===== src/rtl/hpsel_pkg.sv =====
package hpsel_pkg;

   // Byte offsets decoded inside the window
   localparam logic [3:0] OFS_SEL  = 4'd0;
   localparam logic [3:0] OFS_STAT = 4'd4;
   localparam logic [3:0] OFS_CMD  = 4'd5;
   localparam logic [3:0] OFS_DATA = 4'd8;

   // Control byte bit positions
   localparam int CTL_CLR_INS = 1;
   localparam int CTL_CLR_REM = 2;
   localparam int CTL_EJECT   = 3;
   localparam int CTL_FW_EJ   = 4;

   typedef enum logic [7:0] {
      CMD_SCAN    = 8'd0,
      CMD_OST_EV  = 8'd1,
      CMD_OST_ST  = 8'd2,
      CMD_ARCH_ID = 8'd3
   } hp_cmd_e;

   typedef struct packed {
      logic fw_ej;
      logic rem;
      logic ins;
      logic en;
   } hp_flags_t;

endpackage


===== src/rtl/hpsel_slot.sv =====
module hpsel_slot
   import hpsel_pkg::*;
#(
   parameter logic BOOT_EN = 1'b0
) (
   input  logic      clk,
   input  logic      rst_n,
   input  logic      host_ins,
   input  logic      host_rem,
   input  logic      host_ack,
   input  logic      ctl_we,
   input  logic [7:0] ctl_byte,
   output hp_flags_t flags,
   output logic      eject
);

   hp_flags_t nxt;

   always_comb begin
      nxt = flags;
      if (ctl_we) begin
         if (ctl_byte[CTL_CLR_INS]) nxt.ins = 1'b0;
         if (ctl_byte[CTL_CLR_REM]) nxt.rem = 1'b0;
         nxt.fw_ej = (flags.fw_ej | ctl_byte[CTL_FW_EJ]) & ~ctl_byte[CTL_EJECT];
      end
      // host events take precedence over a same-cycle clear
      if (host_ins) begin
         nxt.en  = 1'b1;
         nxt.ins = 1'b1;
      end
      if (host_rem) nxt.rem = 1'b1;
      if (host_ack) nxt.en  = 1'b0;
   end

   always_ff @(posedge clk or negedge rst_n) begin
      if (!rst_n) begin
         flags <= '{fw_ej: 1'b0, rem: 1'b0, ins: 1'b0, en: BOOT_EN};
         eject <= 1'b0;
      end else begin
         flags <= nxt;
         eject <= ctl_we & ctl_byte[CTL_EJECT];
      end
   end

endmodule


===== src/rtl/hpsel_find.sv =====
module hpsel_find #(
   parameter int N  = 8,
   parameter int IW = 3
) (
   input  logic [N-1:0]  req,
   output logic          found,
   output logic [IW-1:0] idx
);

   always_comb begin
      found = |req;
      idx   = '0;
      for (int i = N - 1; i >= 0; i--) begin
         if (req[i]) idx = IW'(i);
      end
   end

endmodule


===== src/rtl/hpsel_top.sv =====
module hpsel_top
   import hpsel_pkg::*;
#(
   parameter int               N_CPU     = 8,
   parameter int               ID_W      = 64,
   parameter logic [N_CPU-1:0] BOOT_MASK = 1
) (
   input  logic                    clk,
   input  logic                    por_n,
   input  logic                    rst_n,
   input  logic                    acc_en,
   input  logic                    acc_wr,
   input  logic [3:0]              acc_addr,
   input  logic [31:0]             acc_wdata,
   output logic [31:0]             acc_rdata,
   input  logic [N_CPU*ID_W-1:0]   cpu_id,
   input  logic [N_CPU-1:0]        hp_insert,
   input  logic [N_CPU-1:0]        hp_remove_req,
   input  logic [N_CPU-1:0]        hp_remove_ack,
   output logic [N_CPU-1:0]        eject_pulse,
   output logic                    ost_valid,
   output logic [31:0]             ost_event,
   output logic [31:0]             ost_status,
   output logic                    irq
);

   localparam int IW = (N_CPU > 1) ? $clog2(N_CPU) : 1;

   if (N_CPU < 1 || N_CPU > 256) begin : g_bad_ncpu
      $error("hpsel_top: N_CPU must lie in 1..256");
   end
   if (ID_W < 1 || ID_W > 64) begin : g_bad_idw
      $error("hpsel_top: ID_W must lie in 1..64");
   end

   logic [31:0]      sel_q;
   logic [7:0]       cmd_q;
   logic             sel_ok;
   logic [IW-1:0]    sel_idx;
   logic             wr_any, wr_sel, wr_gate, wr_ctl, wr_cmd, wr_dat;
   hp_flags_t        flg [N_CPU];
   logic [N_CPU-1:0] pend;
   logic [63:0]      id_arr [N_CPU];
   logic             scan_any, scan_go;
   logic [IW-1:0]    scan_idx;
   hp_flags_t        sel_flg;
   logic [63:0]      sel_id;
   logic [31:0]      rd_val;

   assign sel_ok  = (sel_q < 32'(N_CPU));
   assign sel_idx = sel_q[IW-1:0];

   assign wr_any  = acc_en & acc_wr & rst_n;
   assign wr_sel  = wr_any & (acc_addr == OFS_SEL);
   assign wr_gate = wr_any & sel_ok;
   assign wr_ctl  = wr_gate & (acc_addr == OFS_STAT);
   assign wr_cmd  = wr_gate & (acc_addr == OFS_CMD);
   assign wr_dat  = wr_gate & (acc_addr == OFS_DATA);

   for (genvar g = 0; g < N_CPU; g++) begin : g_cpu
      hpsel_slot #(.BOOT_EN(BOOT_MASK[g])) u_slot (
         .clk      (clk),
         .rst_n    (rst_n),
         .host_ins (hp_insert[g]),
         .host_rem (hp_remove_req[g]),
         .host_ack (hp_remove_ack[g]),
         .ctl_we   (wr_ctl && (sel_idx == IW'(g))),
         .ctl_byte (acc_wdata[7:0]),
         .flags    (flg[g]),
         .eject    (eject_pulse[g])
      );
      assign pend[g]   = flg[g].ins | flg[g].rem;
      assign id_arr[g] = 64'(cpu_id[g*ID_W +: ID_W]);
   end

   hpsel_find #(.N(N_CPU), .IW(IW)) u_find (
      .req   (pend),
      .found (scan_any),
      .idx   (scan_idx)
   );

   assign scan_go = wr_cmd & (acc_wdata[7:0] == CMD_SCAN) & scan_any;

   // selector lives in the power-on domain only
   always_ff @(posedge clk or negedge por_n) begin
      if (!por_n)       sel_q <= '0;
      else if (wr_sel)  sel_q <= acc_wdata;
      else if (scan_go) sel_q <= 32'(scan_idx);
   end

   always_ff @(posedge clk or negedge rst_n) begin
      if (!rst_n) begin
         cmd_q      <= CMD_SCAN;
         ost_event  <= '0;
         ost_status <= '0;
         ost_valid  <= 1'b0;
      end else begin
         if (wr_cmd) cmd_q <= acc_wdata[7:0];
         if (wr_dat && cmd_q == CMD_OST_EV) ost_event <= acc_wdata;
         if (wr_dat && cmd_q == CMD_OST_ST) ost_status <= acc_wdata;
         ost_valid <= wr_dat && (cmd_q == CMD_OST_ST);
      end
   end

   assign sel_flg = flg[sel_idx];
   assign sel_id  = id_arr[sel_idx];

   always_comb begin
      rd_val = '0;
      if (sel_ok) begin
         case (acc_addr)
            OFS_SEL:  if (cmd_q == CMD_ARCH_ID) rd_val = sel_id[63:32];
            OFS_STAT: rd_val = {27'd0, sel_flg.fw_ej, 1'b0, sel_flg.rem,
                                sel_flg.ins, sel_flg.en};
            OFS_DATA: begin
               if (cmd_q == CMD_SCAN)         rd_val = sel_q;
               else if (cmd_q == CMD_ARCH_ID) rd_val = sel_id[31:0];
            end
            default:  rd_val = '0;
         endcase
      end
   end

   always_ff @(posedge clk or negedge rst_n) begin
      if (!rst_n) acc_rdata <= '0;
      else        acc_rdata <= (acc_en && !acc_wr) ? rd_val : '0;
   end

   assign irq = |pend;

endmodule


===== config.mk =====
export PLATFORM = sky130hd
export DESIGN_NAME = hpsel_top
export DESIGN_NICKNAME = d
export VERILOG_FILES = /design/src/rtl/hpsel_pkg.sv /design/src/rtl/hpsel_slot.sv /design/src/rtl/hpsel_find.sv /design/src/rtl/hpsel_top.sv
export SDC_FILE = /design/constraint.sdc
export NUM_CORES = 1
export LEC_CHECK = 0
export BUFFER_PORTS_ARGS = -buffer_cell sky130_fd_sc_hd__buf_2
export CORE_AREA = 4 4 261 263
export CTS_CLUSTER_SIZE = 12
export DETAILED_ROUTE_END_ITERATION = 6
export DIE_AREA = 0 0 265 267
export GPL_ROUTABILITY_DRIVEN = 0
export GPL_TIMING_DRIVEN = 0
export PLACE_DENSITY = 0.44
export RECOVER_POWER = 25
export SYNTH_ARGS = -nofsm -noshare
export SYNTH_HDL_FRONTEND = slang
export SYNTH_SLANG_ARGS = --single-unit

===== constraint.sdc =====
create_clock -name clk -period 3 [get_ports clk]
set_input_delay 0.6 -clock clk [delete_from_list [all_inputs] [get_ports clk]]
set_output_delay 0.6 -clock clk [all_outputs]
set_load 0.03 [all_outputs]

# Yosys cells after proc, flatten, opt, wreduce, memory -nomap -nowiden
# Cells that the tools add are included.
[classes] order_cmp=2 n_eq_ne=13 mux=56 n_bitwise=43 reduce_logical=74
[op_table] op="$mux 32" n=7
[op_table] op="$bmux 64 s3" n=1
[op_table] op="$mux 64" n=2
[op_table] op="$pmux 32 s3" n=1
[op_table] op="$reduce_bool 2->1" n=41
[op_table] op="$lt 32x4->1 const B" n=1
[op_table] op="$mux 2" n=16
[op_table] op="$reduce_and 2->1" n=16
[op_table] op="$and 1x1->1" n=25
[op_table] op="$mux 3" n=8
[op_table] op="$mux 1" n=18
[op_table] op="$eq 8x2->1 const B" n=2
[op_table] op="$logic_not 8->1" n=2
[op_table] op="$or 1x1->1" n=16
[op_table] op="$bmux 4 s3" n=1
[op_table] op="$eq 3x3->1 const B" n=4
[op_table] op="$logic_and 1x1->1" n=11
[op_table] op="$eq 4x3->1 const B" n=2
[op_table] op="$eq 8x1->1 const B" n=1
[op_table] op="$mux 4" n=2
[op_table] op="$reduce_or 8->1" n=1
[op_table] op="$eq 3x2->1 const B" n=2
[op_table] op="$eq 4x4->1 const B" n=1
[op_table] op="$ge 4x4->1 const B" n=1
[op_table] op="6 further kinds" n=6
[totals] regBits=177 input_bits=577 elab_cells=234

# Logic depth before layout (Yosys ltp)
[depth] ltp_word=11 ltp_mapped=9 ltp_nobuf=5

# Cells and area by module
# From an unflattened synthesis, not the netlist that was laid out.
[unflattened] cells_unflattened=1060 area_unflattened_um2=11334.6
[modules_own_cells] mod="hpsel_top" n_inst=1 cells_each=935 area_each_um2=9870.7 seq_area_each_um2=3428.3
[modules_own_cells] mod="hpsel_slot at g_cpu[1].u_slot ..." n_inst=7 cells_each=14 area_each_um2=172.7 seq_area_each_um2=125.1
[modules_own_cells] mod="hpsel_slot at g_cpu[0].u_slot" n_inst=1 cells_each=14 area_each_um2=173.9 seq_area_each_um2=126.4
[modules_own_cells] mod="hpsel_find" n_inst=1 cells_each=13 area_each_um2=81.3 seq_area_each_um2=0.0

# Worst setup path after synthesis
# Ideal clock, no wire load.
[synth_path] kind="input-to-reg" from="input port acc_addr[1]" to="register ost_event[11]" t_arrival_ns=2.498 t_required_ns=2.872 slack_ns=0.375 cell_stages=6 n_path_buf=1 cell_sequence="or4b_1 or3_4 nor4_4 nand3b_2 buf_6 mux2_1"
[synth_between] elab_chain_len=3
[synth_rtl] element="start, declared" line_no="hpsel_top.sv:13" text="input logic [3:0] acc_addr,"
[synth_rtl] element="$eq 4x4->1" line_no="hpsel_top.sv:58" text="assign wr_dat = wr_gate & (acc_addr == OFS_DATA);"
[synth_rtl] element="$and 1x1->1" line_no="hpsel_top.sv:58"
[synth_rtl] element="$logic_and 1x1->1" line_no="hpsel_top.sv:99" text="if (wr_dat && cmd_q == CMD_OST_EV) ost_event <= acc_wdata;"
[synth_rtl] element="end signal, assigned" line_no="hpsel_top.sv:99"
[synth_rtl] element="end, declared" line_no="hpsel_top.sv:22" text="output logic [31:0] ost_event,"
# Every way passes these cells.
# A chain may end at the register's enable or synchronous reset.

# Final worst setup path
[layout_path] from="register sel_q[8]" to="register ost_event[15]"
[layout_between] elab_chain_len=4
[layout_rtl] element="start, declared" line_no="hpsel_top.sv:36" text="logic [31:0] sel_q;"
[layout_rtl] element="start signal, assigned" line_no="hpsel_top.sv:87" text="else if (wr_sel) sel_q <= acc_wdata;"
[layout_rtl] element="start signal, assigned" line_no="hpsel_top.sv:88" text="else if (scan_go) sel_q <= 32'(scan_idx);"
[layout_rtl] element="$lt 32x4->1" line_no="hpsel_top.sv:50" text="assign sel_ok = (sel_q < 32'(N_CPU));"
[layout_rtl] element="$and 1x1->1" line_no="hpsel_top.sv:55" text="assign wr_gate = wr_any & sel_ok;"
[layout_rtl] element="$and 1x1->1" line_no="hpsel_top.sv:58"
[layout_rtl] element="$logic_and 1x1->1" line_no="hpsel_top.sv:99"
# Every way passes these cells.

==> results.ini <==
[run_status]
status=finished, violations left
violations=max-capacitance violations, max-slew violations

[sta]
slew_headroom=-0.312
tightest_slew_ps=1970
tns_ps=0
slew_viol_final=33
finalCritPeriodShare=0.978
rsz0062_at_grt=yes
setup_viol=0
min_period_ps=2930
fin_skew_ps=20.4
finalHoldViolCount=0
fmax_ghz=0.341

[synthesis]
ys.flop_type=dfrtp_1
yosys.area_share.simple=0.0779
synth.mux.area_fraction=0.334
syn-cell-area_um2=11400
ys_seq_elements=177
synthAdderAreaFrac=0
yosysWarningCount=0
async_reset_ff_frac=1.00
synth_top_family_by_area=multiplexers
seq_area_frac_synth=0.387
avgSynthCellArea_um2=12.0
synth_edf_count=0
ys_types=58
synth_fp_nets=1528
syn_inst=951
synth_xor_area_frac=0
synth_compound_area_frac=0.162

[critical_path]
endpoint_kind=flop
critical_path_class=flop to flop
critical_path.startpoint_type=flop
startpoint=sel_q[8]
r2r_start=sel_q[8]
arrival_ps=3300
path_max_fanout=10
cp.required_ps=3370

[placement]
place_area_um2=16000
dp_hpwl_mm=65.9
numPortBuffers=682

[clocking]
clk_latency_ps=500
postCtsHoldBufs=0
root_buffer=clkbuf_16
cts_tree=yes
clkTransAtPathRegs_ps=80
clock_sinks=177
clockBufferDepth=2
cts_buffers=17
h-tree-depth=4

[cells_and_area]
nets=2233
regArea_um2=4430
multi_input_area_um2=6750
fillCellCount=7131
mostFrequentLayoutCells=buf_2, dfrtp_1, mux2_2, mux4_2, nand2_1
fin_area_um2=17000
synthToLayoutAreaGrowth_pct=48.6
mostFrequentLayoutCell=buf_2
drive_gt1_frac=0.623

[global_route]
grt_pass1_vias=13000
grt_max_degree=83
grt_overflow=0
use_met2=0.367
grt_pass1_wl_mm=104
grtUsageMet1=0.260
top_usage_layer=met2
grtUsageTotal=0.211
grtUsageMet3=0.0491
antenna_found_initial=36

[floorplan]
die_w_um=265
coreArea_um2=65600
die-area_um2=70800
fp-row-count=94
start_util=0.174
io_pins=683
die_y_um=267

[drt]
drt_iter0_markers=883
wl_mm=77.9
vias=12200
ant_nets=0
wl_per_cell_um=30.6
drc=0
vias_per_cell=4.82
firstDrtPassIters=5

[power]
ir_drop_mv=0.429
powerDensity_nw_per_um2=405
power_mw=6.88
leakage_nw=7.98

[flow_run]
cap_violations=1

[hold_path]
holdCritPathClass=input pin to async pin

-- synthesized netlist by cell type, types with 4 or more instances --
| cell type | instances | share of area |
|---|---|---|
| o221ai_1 | 13 | 0.0099 |
| buf_6 | 6 | 0.0059 |
| dfrtp_1 | 176 | 0.38 |
| a22o_1 | 29 | 0.022 |
| mux2_4 | 57 | 0.075 |
| a221oi_1 | 9 | 0.0069 |
| nor2_1 | 35 | 0.011 |
| o22ai_1 | 30 | 0.016 |
| a22oi_1 | 16 | 0.010 |
| o21ai_0 | 23 | 0.010 |
| nor3b_1 | 5 | 0.0033 |
| or4_1 | 5 | 0.0033 |
| a21oi_1 | 45 | 0.020 |
| a21o_1 | 18 | 0.012 |
| clkbuf_1 | 63 | 0.021 |
| nand2_1 | 60 | 0.020 |
| mux2i_1 | 20 | 0.017 |
| nand4_1 | 4 | 0.0022 |
| mux2_2 | 87 | 0.086 |
| nand2b_1 | 4 | 0.0022 |
| a31oi_1 | 16 | 0.0087 |
| mux4_2 | 78 | 0.15 |
| a32oi_1 | 14 | 0.011 |
| buf_1 | 12 | 0.0039 |
| nor4_1 | 18 | 0.0098 |
| a211oi_1 | 5 | 0.0033 |
| nor3_1 | 12 | 0.0052 |
| buf_2 | 7 | 0.0031 |
| o32ai_1 | 5 | 0.0038 |
| o211ai_1 | 10 | 0.0066 |
| or2_2 | 5 | 0.0027 |
| buf_4 | 8 | 0.0052 |
| o22a_1 | 14 | 0.011 |
| or3_1 | 4 | 0.0022 |
-- per-layer routing --
layer | routed length (um) | vias up | share of wire
met5 | 96 | - | 0.0012
met4 | 2270 | 16 | 0.029
met3 | 5460 | 116 | 0.070
met2 | 38900 | 668 | 0.50
met1 | 31200 | 6201 | 0.40
li1 | - | 5245 | -
-- registers in the layout (all words and copies together) (netlist names) --
signal              flops
acc_rdata              32
cmd_q                   8
g_cpu.u_slot.eject      8
g_cpu.u_slot.flags     32
ost_event              32
ost_status             32
ost_valid               1
sel_q                  32
-- cells by family after synthesis --
group / Yosys count
AO/OA/AOI/OAI: 260
multiplexers: 245
flip-flops: 177
buffers and inverters: 97
AND/OR/NAND/NOR: 172
-- what timing repair did --
action / CTS / global route
pin swaps: 6 / 0
endpoints found under the setup margin: 153 / 53
gates resized for setup: 108 / 8
setup buffers: 6 / 0
endpoints found under the hold margin: 0 / 0
-- final timing paths --
| check | endpoint | slack, ps | cells after the start |
|---|---|---|---|
| min reg2reg | ost_event[15] | 490 | 1 |
| max in group asynchronous | sel_q[0] | 950 | 1 |
| min | ost_event[6] | 50 | 1 |
| max | ost_event[15] | 70 | 9 |
| min in group clk | g_cpu[0].u_slot.flags[0] | 230 | 2 |
| max reg2reg | ost_event[15] | 70 | 9 |
-- critical path, stage by stage, from the launching register on --
cell and delay (ps):
dfrtp_1 530, nor4_1 330, nand4_1 200, buf_4 210, buf_4 150, buf_4 180, nor4_4 330, nand3b_2 310
buf_6 270, mux2_1 310
-- metrics by stage --
stage / std cells / utilization / hold slack [ps] / worst slack (ps)
2_1_floorplan: 951 / - / 304 / 375
3_3_place_gp: 2497 / 0.243 / 473 / -3420
3_5_place_dp: 2499 / 0.244 / 479 / -2230
4_1_cts: 2534 / 0.258 / 43.2 / 24.1
5_1_grt: 2540 / 0.259 / 84.5 / -50.5
6_report: 2543 / 0.259 / 52.1 / 67.3
-- area by class of cell --
| type | count | area share |
|---|---|---|
| well taps | 864 | 0.0636 |
| plain buffers | 92 | 0.0330 |
| repair buffers | 690 | 0.207 |
| clock buffers | 17 | 0.0250 |
| inverters | 1 | 0.000221 |
| multi-input cells | 677 | 0.397 |
| flip-flops and latches | 177 | 0.261 |
| clock inverters | 15 | 0.0126 |
| diodes | 10 | 0.00147 |
-- power breakdown --
group	switching (mW)	total [mW]	internal, mW
Combinational	1.01	1.87	0.858
Clock	1.30	2.47	1.17
Sequential	0.0918	2.55	2.46
Total	2.40	6.88	4.48
No activity file was read; power rests on OpenSTA's default activity.
